### src/rtl/desc_chain_pkg.sv
// Shared constants and types for the descriptor chain fetch unit.
// Assumes descriptors are four consecutive 32-bit words.
package desc_chain_pkg;
    localparam int CTL_EOL     = 20;
    localparam int CTL_INC_SRC = 19;
    localparam int CTL_INC_DST = 18;
    localparam int CTL_SEL_SRC = 17;
    localparam int CTL_SEL_DST = 16;
    localparam int DESC_WORDS  = 4;
    localparam int WORD_BYTES  = 4;
    localparam int IDXW        = $clog2(DESC_WORDS);
    localparam int BSHIFT      = $clog2(WORD_BYTES);

    typedef struct packed {
        logic inc_src;
        logic inc_dst;
        logic sel_src;
        logic sel_dst;
    } chan_flags_t;
endpackage

### src/rtl/dcf_sequencer.sv
// Fetch sequencer: walks the four words of one descriptor with a
// request/valid handshake. Assumes the memory only answers while rd_req is high.
module dcf_sequencer
    import desc_chain_pkg::*;
#(
    parameter int AW = 32
) (
    input  logic            clk,
    input  logic            rst_n,
    input  logic            start,
    input  logic [AW-1:0]   start_base,
    input  logic            rd_valid,
    output logic            busy,
    output logic [AW-1:0]   rd_addr,
    output logic [IDXW-1:0] word_idx,
    output logic            take,
    output logic            last_take,
    output logic [AW-1:0]   base
);
    logic            busy_q;
    logic [IDXW-1:0] idx_q;
    logic [AW-1:0]   base_q;

    // Acceptance of returned words and detection of the final one.
    always_comb begin
        take      = busy_q && rd_valid;
        last_take = take && (idx_q == IDXW'(DESC_WORDS - 1));
    end

    // State, word index and descriptor base register.
    always_ff @(posedge clk) begin
        if (!rst_n) begin
            busy_q <= 1'b0;
            idx_q  <= '0;
            base_q <= '0;
        end else if (!busy_q) begin
            if (start) begin
                busy_q <= 1'b1;
                idx_q  <= '0;
                base_q <= start_base;
            end
        end else if (take) begin
            idx_q <= idx_q + 1'b1;
            if (last_take) begin
                busy_q <= 1'b0;
            end
        end
    end

    // Word address within the descriptor.
    always_comb begin
        rd_addr  = base_q + (AW'(idx_q) << BSHIFT);
        busy     = busy_q;
        word_idx = idx_q;
        base     = base_q;
    end
endmodule

### src/rtl/dcf_stage.sv
// Staging buffer: holds the leading descriptor words until the last word
// arrives, so that the commit happens in one cycle.
module dcf_stage
    import desc_chain_pkg::*;
#(
    parameter int DW = 32
) (
    input  logic                             clk,
    input  logic                             rst_n,
    input  logic                             take,
    input  logic [IDXW-1:0]                  word_idx,
    input  logic [DW-1:0]                    rd_data,
    output logic [DESC_WORDS-2:0][DW-1:0]    words
);
    localparam int HELD = DESC_WORDS - 1;

    logic [HELD-1:0][DW-1:0] slot_q;

    for (genvar w = 0; w < HELD; w++) begin : g_slot
        // Capture word w of the descriptor when it is accepted.
        always_ff @(posedge clk) begin
            if (!rst_n) begin
                slot_q[w] <= '0;
            end else if (take && (word_idx == IDXW'(w))) begin
                slot_q[w] <= rd_data;
            end
        end
    end

    // Expose the held words.
    always_comb words = slot_q;
endmodule

### src/rtl/dcf_commit.sv
// Working configuration registers: loaded from the head strobe, the skip
// path or a completed fetch. Assumes head_set and skip arrive only while idle.
module dcf_commit
    import desc_chain_pkg::*;
#(
    parameter int AW  = 32,
    parameter int DW  = 32,
    parameter int SZW = 12
) (
    input  logic                          clk,
    input  logic                          rst_n,
    input  logic                          head_wr,
    input  logic [AW-1:0]                 head_ptr,
    input  logic                          skip,
    input  logic                          commit,
    input  logic [DESC_WORDS-2:0][DW-1:0] words,
    input  logic [DW-1:0]                 next_word,
    input  logic [AW-1:0]                 base,
    output chan_flags_t                   flags,
    output logic [SZW-1:0]                total_size,
    output logic [AW-1:0]                 src_addr,
    output logic [AW-1:0]                 dst_addr,
    output logic [AW-1:0]                 cur_desc,
    output logic [AW-1:0]                 desc_ptr,
    output logic                          more_follows,
    output logic                          load_done
);
    logic [DW-1:0] ctrl_w;
    chan_flags_t   flags_d;

    // Decode the control word fields.
    always_comb begin
        ctrl_w          = words[0];
        flags_d.inc_src = ctrl_w[CTL_INC_SRC];
        flags_d.inc_dst = ctrl_w[CTL_INC_DST];
        flags_d.sel_src = ctrl_w[CTL_SEL_SRC];
        flags_d.sel_dst = ctrl_w[CTL_SEL_DST];
    end

    // Descriptor-derived configuration, replaced only on commit.
    always_ff @(posedge clk) begin
        if (!rst_n) begin
            flags      <= '0;
            total_size <= '0;
            src_addr   <= '0;
            dst_addr   <= '0;
            cur_desc   <= '0;
        end else if (commit) begin
            flags      <= flags_d;
            total_size <= ctrl_w[SZW-1:0];
            src_addr   <= words[1][AW-1:0];
            dst_addr   <= words[2][AW-1:0];
            cur_desc   <= base;
        end
    end

    // Chain pointer: head strobe while idle, next word on commit.
    always_ff @(posedge clk) begin
        if (!rst_n) begin
            desc_ptr <= '0;
        end else if (commit) begin
            desc_ptr <= next_word[AW-1:0];
        end else if (head_wr) begin
            desc_ptr <= head_ptr;
        end
    end

    // Continuation flag and completion pulse.
    always_ff @(posedge clk) begin
        if (!rst_n) begin
            more_follows <= 1'b0;
            load_done    <= 1'b0;
        end else begin
            load_done <= commit || skip;
            if (commit) begin
                more_follows <= ~ctrl_w[CTL_EOL];
            end else if (skip) begin
                more_follows <= 1'b0;
            end
        end
    end
endmodule

### src/rtl/desc_chain_fetch.sv
// Descriptor chain fetch unit for one DMA channel. It fetches a four-word
// descriptor on request and updates the channel configuration atomically.
// Assumes AW and SZW do not exceed the 32-bit word width.
module desc_chain_fetch
    import desc_chain_pkg::*;
#(
    parameter int AW  = 32,
    parameter int SZW = 12
) (
    input  logic           clk,
    input  logic           rst_n,
    input  logic           load_req,
    input  logic           use_desc,
    input  logic           head_set,
    input  logic [AW-1:0]  head_ptr,
    output logic           rd_req,
    output logic [AW-1:0]  rd_addr,
    input  logic           rd_valid,
    input  logic [31:0]    rd_data,
    output logic           inc_src,
    output logic           inc_dst,
    output logic           sel_src,
    output logic           sel_dst,
    output logic [SZW-1:0] total_size,
    output logic [AW-1:0]  src_addr,
    output logic [AW-1:0]  dst_addr,
    output logic [AW-1:0]  cur_desc,
    output logic [AW-1:0]  desc_ptr,
    output logic           more_follows,
    output logic           load_done
);
    localparam int DW = 32;

    logic                          busy;
    logic [IDXW-1:0]               word_idx;
    logic                          take;
    logic                          last_take;
    logic [AW-1:0]                 base;
    logic [DESC_WORDS-2:0][DW-1:0] words;
    logic                          start;
    logic                          skip;
    logic                          head_wr;
    logic [AW-1:0]                 start_base;
    chan_flags_t                   flags;

    // Request qualification: act only while idle; the new head wins the base.
    always_comb begin
        head_wr    = head_set && !busy;
        start      = load_req && use_desc && !busy;
        skip       = load_req && !use_desc && !busy;
        start_base = head_set ? head_ptr : desc_ptr;
        rd_req     = busy;
    end

    dcf_sequencer #(.AW(AW)) u_seq (
        .clk        (clk),
        .rst_n      (rst_n),
        .start      (start),
        .start_base (start_base),
        .rd_valid   (rd_valid),
        .busy       (busy),
        .rd_addr    (rd_addr),
        .word_idx   (word_idx),
        .take       (take),
        .last_take  (last_take),
        .base       (base)
    );

    dcf_stage #(.DW(DW)) u_stage (
        .clk      (clk),
        .rst_n    (rst_n),
        .take     (take),
        .word_idx (word_idx),
        .rd_data  (rd_data),
        .words    (words)
    );

    dcf_commit #(.AW(AW), .DW(DW), .SZW(SZW)) u_commit (
        .clk          (clk),
        .rst_n        (rst_n),
        .head_wr      (head_wr),
        .head_ptr     (head_ptr),
        .skip         (skip),
        .commit       (last_take),
        .words        (words),
        .next_word    (rd_data),
        .base         (base),
        .flags        (flags),
        .total_size   (total_size),
        .src_addr     (src_addr),
        .dst_addr     (dst_addr),
        .cur_desc     (cur_desc),
        .desc_ptr     (desc_ptr),
        .more_follows (more_follows),
        .load_done    (load_done)
    );

    // Flatten the flag struct onto the ports.
    always_comb begin
        inc_src = flags.inc_src;
        inc_dst = flags.inc_dst;
        sel_src = flags.sel_src;
        sel_dst = flags.sel_dst;
    end
endmodule

### config.mk
export PLATFORM = sky130hd
export DESIGN_NAME = desc_chain_fetch
export DESIGN_NICKNAME = d
export VERILOG_FILES = /design/src/rtl/desc_chain_pkg.sv /design/src/rtl/dcf_sequencer.sv /design/src/rtl/dcf_stage.sv /design/src/rtl/dcf_commit.sv /design/src/rtl/desc_chain_fetch.sv
export SDC_FILE = /design/constraint.sdc
export NUM_CORES = 1
export LEC_CHECK = 0
export ABC_CLOCK_PERIOD_IN_PS = 2960
export BUFFER_PORTS_ARGS = -buffer_cell sky130_fd_sc_hd__buf_2
export CAP_MARGIN = 20
export CORE_MARGIN = 2
export CORE_UTILIZATION = 45
export DETAILED_ROUTE_END_ITERATION = 6
export GPL_ROUTABILITY_DRIVEN = 1
export PLACE_DENSITY = 0.69
export SLEW_MARGIN = 10
export SYNTH_ARGS = -nofsm -noshare
export SYNTH_HDL_FRONTEND = slang
export SYNTH_SLANG_ARGS = --single-unit
### constraint.sdc
create_clock -name clk -period 2.96 [get_ports clk]
set_clock_uncertainty 0.1 [all_clocks]
set_input_delay 0.296 -clock clk [delete_from_list [all_inputs] [get_ports clk]]
set_output_delay 0.296 -clock clk [all_outputs]
set_load 0.01 [all_outputs]
==> results.yml <==
synth:
  ys_types: 39
  syn_inst: 1251
  synth_top_cells_by_area: "dfxtp_1, nand2_1, a21boi_0"
  synthFlopType: "dfxtp_1"
  synth_edf_count: 0
  synth.top_cell.area_share_pct: 49.11
  ys_ff_latch: 262
  syn_area_mm2: 0.01068
  async_flop_share_pct: 0
  yosysWarnings: 0
  ys_seq_area_share_pct: 49.11
  yosys.area.top_type: "dfxtp_1"
  avgSynthCellArea_um2: 8.537
  synth_fp_nets: 1328
timing:
  relSlewSlack_pct: 44.95
  min_period_over_period_pct: 96.45
  finalSetupViolations: 0
  hold_violations: 0
  fin_crit_ns: 2.855
  tightest_slew_ns: 0.8234
  max_freq_ghz: 0.3503
  slew_violations: 0
  tns_ns: 0
finish:
  layout_commonest_cell: "nand2_1"
  final_cell_mix: "nand2_1, dfxtp_1, buf_2"
  drive_above_1_share_pct: 21.87
  stdcell_count: 1854
  finalNetCount: 1593
  area_growth_pct: 28.21
  utilization_pct: 58.51
clock_tree:
  insertion_delay_ns: 0.54
  cts_max_level: 1
  cts_tree: "built"
  cts_buffer_depth: 3
  clock-root-buffer: "clkbuf_16"
  path_clk_slew_ns: 0.06
  numCtsBuffers: 28
  clock-sinks: 262
route:
  via_count: 9509
  routed_wl_mm: 31.51
  wl_per_cell_um: 16.99
  drt_iter0_drc: 563
  routed_via_density: 5.129
  drt_first_pass_iters: 5
  drtAntennaViolNets: 0
  drc: 0
die:
  die-area_mm2: 0.02498
  fp.dieH_um: 158.1
  io_pins: 249
  core_mm2: 0.02340
  die_w_um: 158.1
  start_util_pct: 45.64
  rows: 56
worst_setup_path:
  reg2reg_setup_slack_ns: 0.71
  end_kind: "primary output"
  arrival_ns: 2.46
  crit_fanout: 6
  crit_type: "register to primary output"
  worstPathRequired_ns: 2.56
  start_kind: "register"
pwr:
  switching_share_pct: 23.93
  p_clk_share_pct: 43.4
  p_comb_share_pct: 8.1
  vdd_drop_max_mv: 0.4074
  p_total_mw: 7.624
  seqPwrFrac_pct: 48.5
  leakagePower_nw: 5.911
  internal_power_mw: 5.799
  p_per_area_mw_per_mm2: 556.8
  power_switching_mw: 1.825
place:
  io_buffers: 248
  dp.final_hpwl_mm: 20.83
  placed_cells: 1741
  place.gp.congestion: 0.8385
grt:
  overflow: 0
  grtUsageTotal_pct: 24.39
  grt_max_degree: 80
  grt_pass1_vias: 8837
  grt_antenna_before_repair: 3
  grt_pass1_wl_mm: 48.50
job:
  drv_cap: 0
outcome:
  status: "complete, no violations"
hold_path:
  holdCritPathClass: "input pin to register"
==> stage by stage <==
stage	setup WS, ns	instance area (um^2)	hold WS (ns)
floorplan	0.7206	10680	0.3409
global placement	0.4458	12170	0.3467
detailed placement	0.4228	12170	0.3524
CTS	0.04264	13670	0.002378
global route	-0.009910	13690	0.01457
finish	0.1052	13690	0.01609
==> routing by layer <==
layer  GRT usage, %  vias to the layer above  share of wire, %
met1          34.83                     4448                46
met4          7.636                        0               2.8
li1               -                     4690                 -
met2          37.47                      311                45
met5              0                        -                 0
met3          4.353                       60               6.4
==> cells in the mapped netlist, types with 3 or more instances <==
library cell,count
a21boi_0,193
a21oi_1,3
and3_1,8
buf_1,6
buf_2,12
buf_4,3
clkbuf_1,79
dfxtp_1,262
ha_1,6
inv_1,4
mux2i_1,32
nand2_1,429
nand3_1,11
nand4_1,6
nor2_1,72
nor2b_1,4
nor3_1,5
o211a_1,32
o221ai_1,32
xnor2_1,15
xor2_1,13
==> worst max-delay path: stages (launching register included) <==
cell and delay, ns:
dfxtp_2 0.38, ha_2 0.20, fa_2 0.23, nand4_1 0.15, buf_4 0.18, nor4_4 0.13
buf_4 0.19, and3_1 0.16, xor2_1 0.14, buf_2 0.15
==> power by group through the flow <==
stage | logic (mW) | registers [mW] | clock network [mW]
floorplan | 0.301 | 3.76 | 0
global placement | 0.539 | 3.77 | 0
detailed placement | 0.542 | 3.77 | 0
CTS | 0.610 | 3.69 | 3.36
global route | 0.665 | 3.71 | 3.49
finish | 0.617 | 3.70 | 3.31
==> repair_timing <==
item / in CTS / in global routing
hold buffers: 62 / 0
setup endpoints to repair: 11 / 3
pin swaps: 1 / 0
gates resized for setup: 4 / 3
hold endpoints to repair: 109 / 0
setup buffers: 1 / 1
==> area by class of cell <==
cell class                 instances  area, um^2
multi-input combinational        883        5049
tap                              319       399.1
clock buffer                      37       774.5
clock inverter                     9       81.33
timing repair buffer             337        2121
sequential                       262        5246
inverter                           4       15.01
fill                            2147        9709
antenna                            3       7.507
==> logic make-up (layout without fill, tap and decap cells) <==
family | count (synthesis) | in the layout | share of synthesized area, %
adder cells (fa/ha/maj) | 7 | 7 | 0.8903
other | 0 | 3 | 0
AND/OR/NAND/NOR | 554 | 554 | 21.20
flip-flops | 262 | 262 | 49.11
multiplexers | 32 | 32 | 2.999
AO/OA/AOI/OAI | 262 | 262 | 19.45
XOR/XNOR | 28 | 28 | 2.296
buffers and inverters | 106 | 387 | 4.053
==> final timing paths <==
check                             start                     to  cells after the start
setup / recovery      u_seq.word_idx[0]            rd_addr[30]                      9
hold / removal              head_ptr[2]   u_commit.desc_ptr[2]                      3
hold reg to reg   u_commit.dst_addr[17]  u_commit.dst_addr[17]                      2
setup reg to reg             u_seq.busy  u_commit.dst_addr[10]                      5
==> sequential cells by signal, summed over array words and instances (netlist names) <==
register	count
u_commit.cur_desc	32
u_stage.words	81
u_seq.busy	1
u_commit.src_addr	32
u_commit.load_done	1
u_seq.base	32
u_seq.word_idx	2
u_commit.more_follows	1
u_commit.flags	4
u_commit.dst_addr	32
u_commit.desc_ptr	32
u_commit.total_size	12
Power figures use the tool's default switching activity.
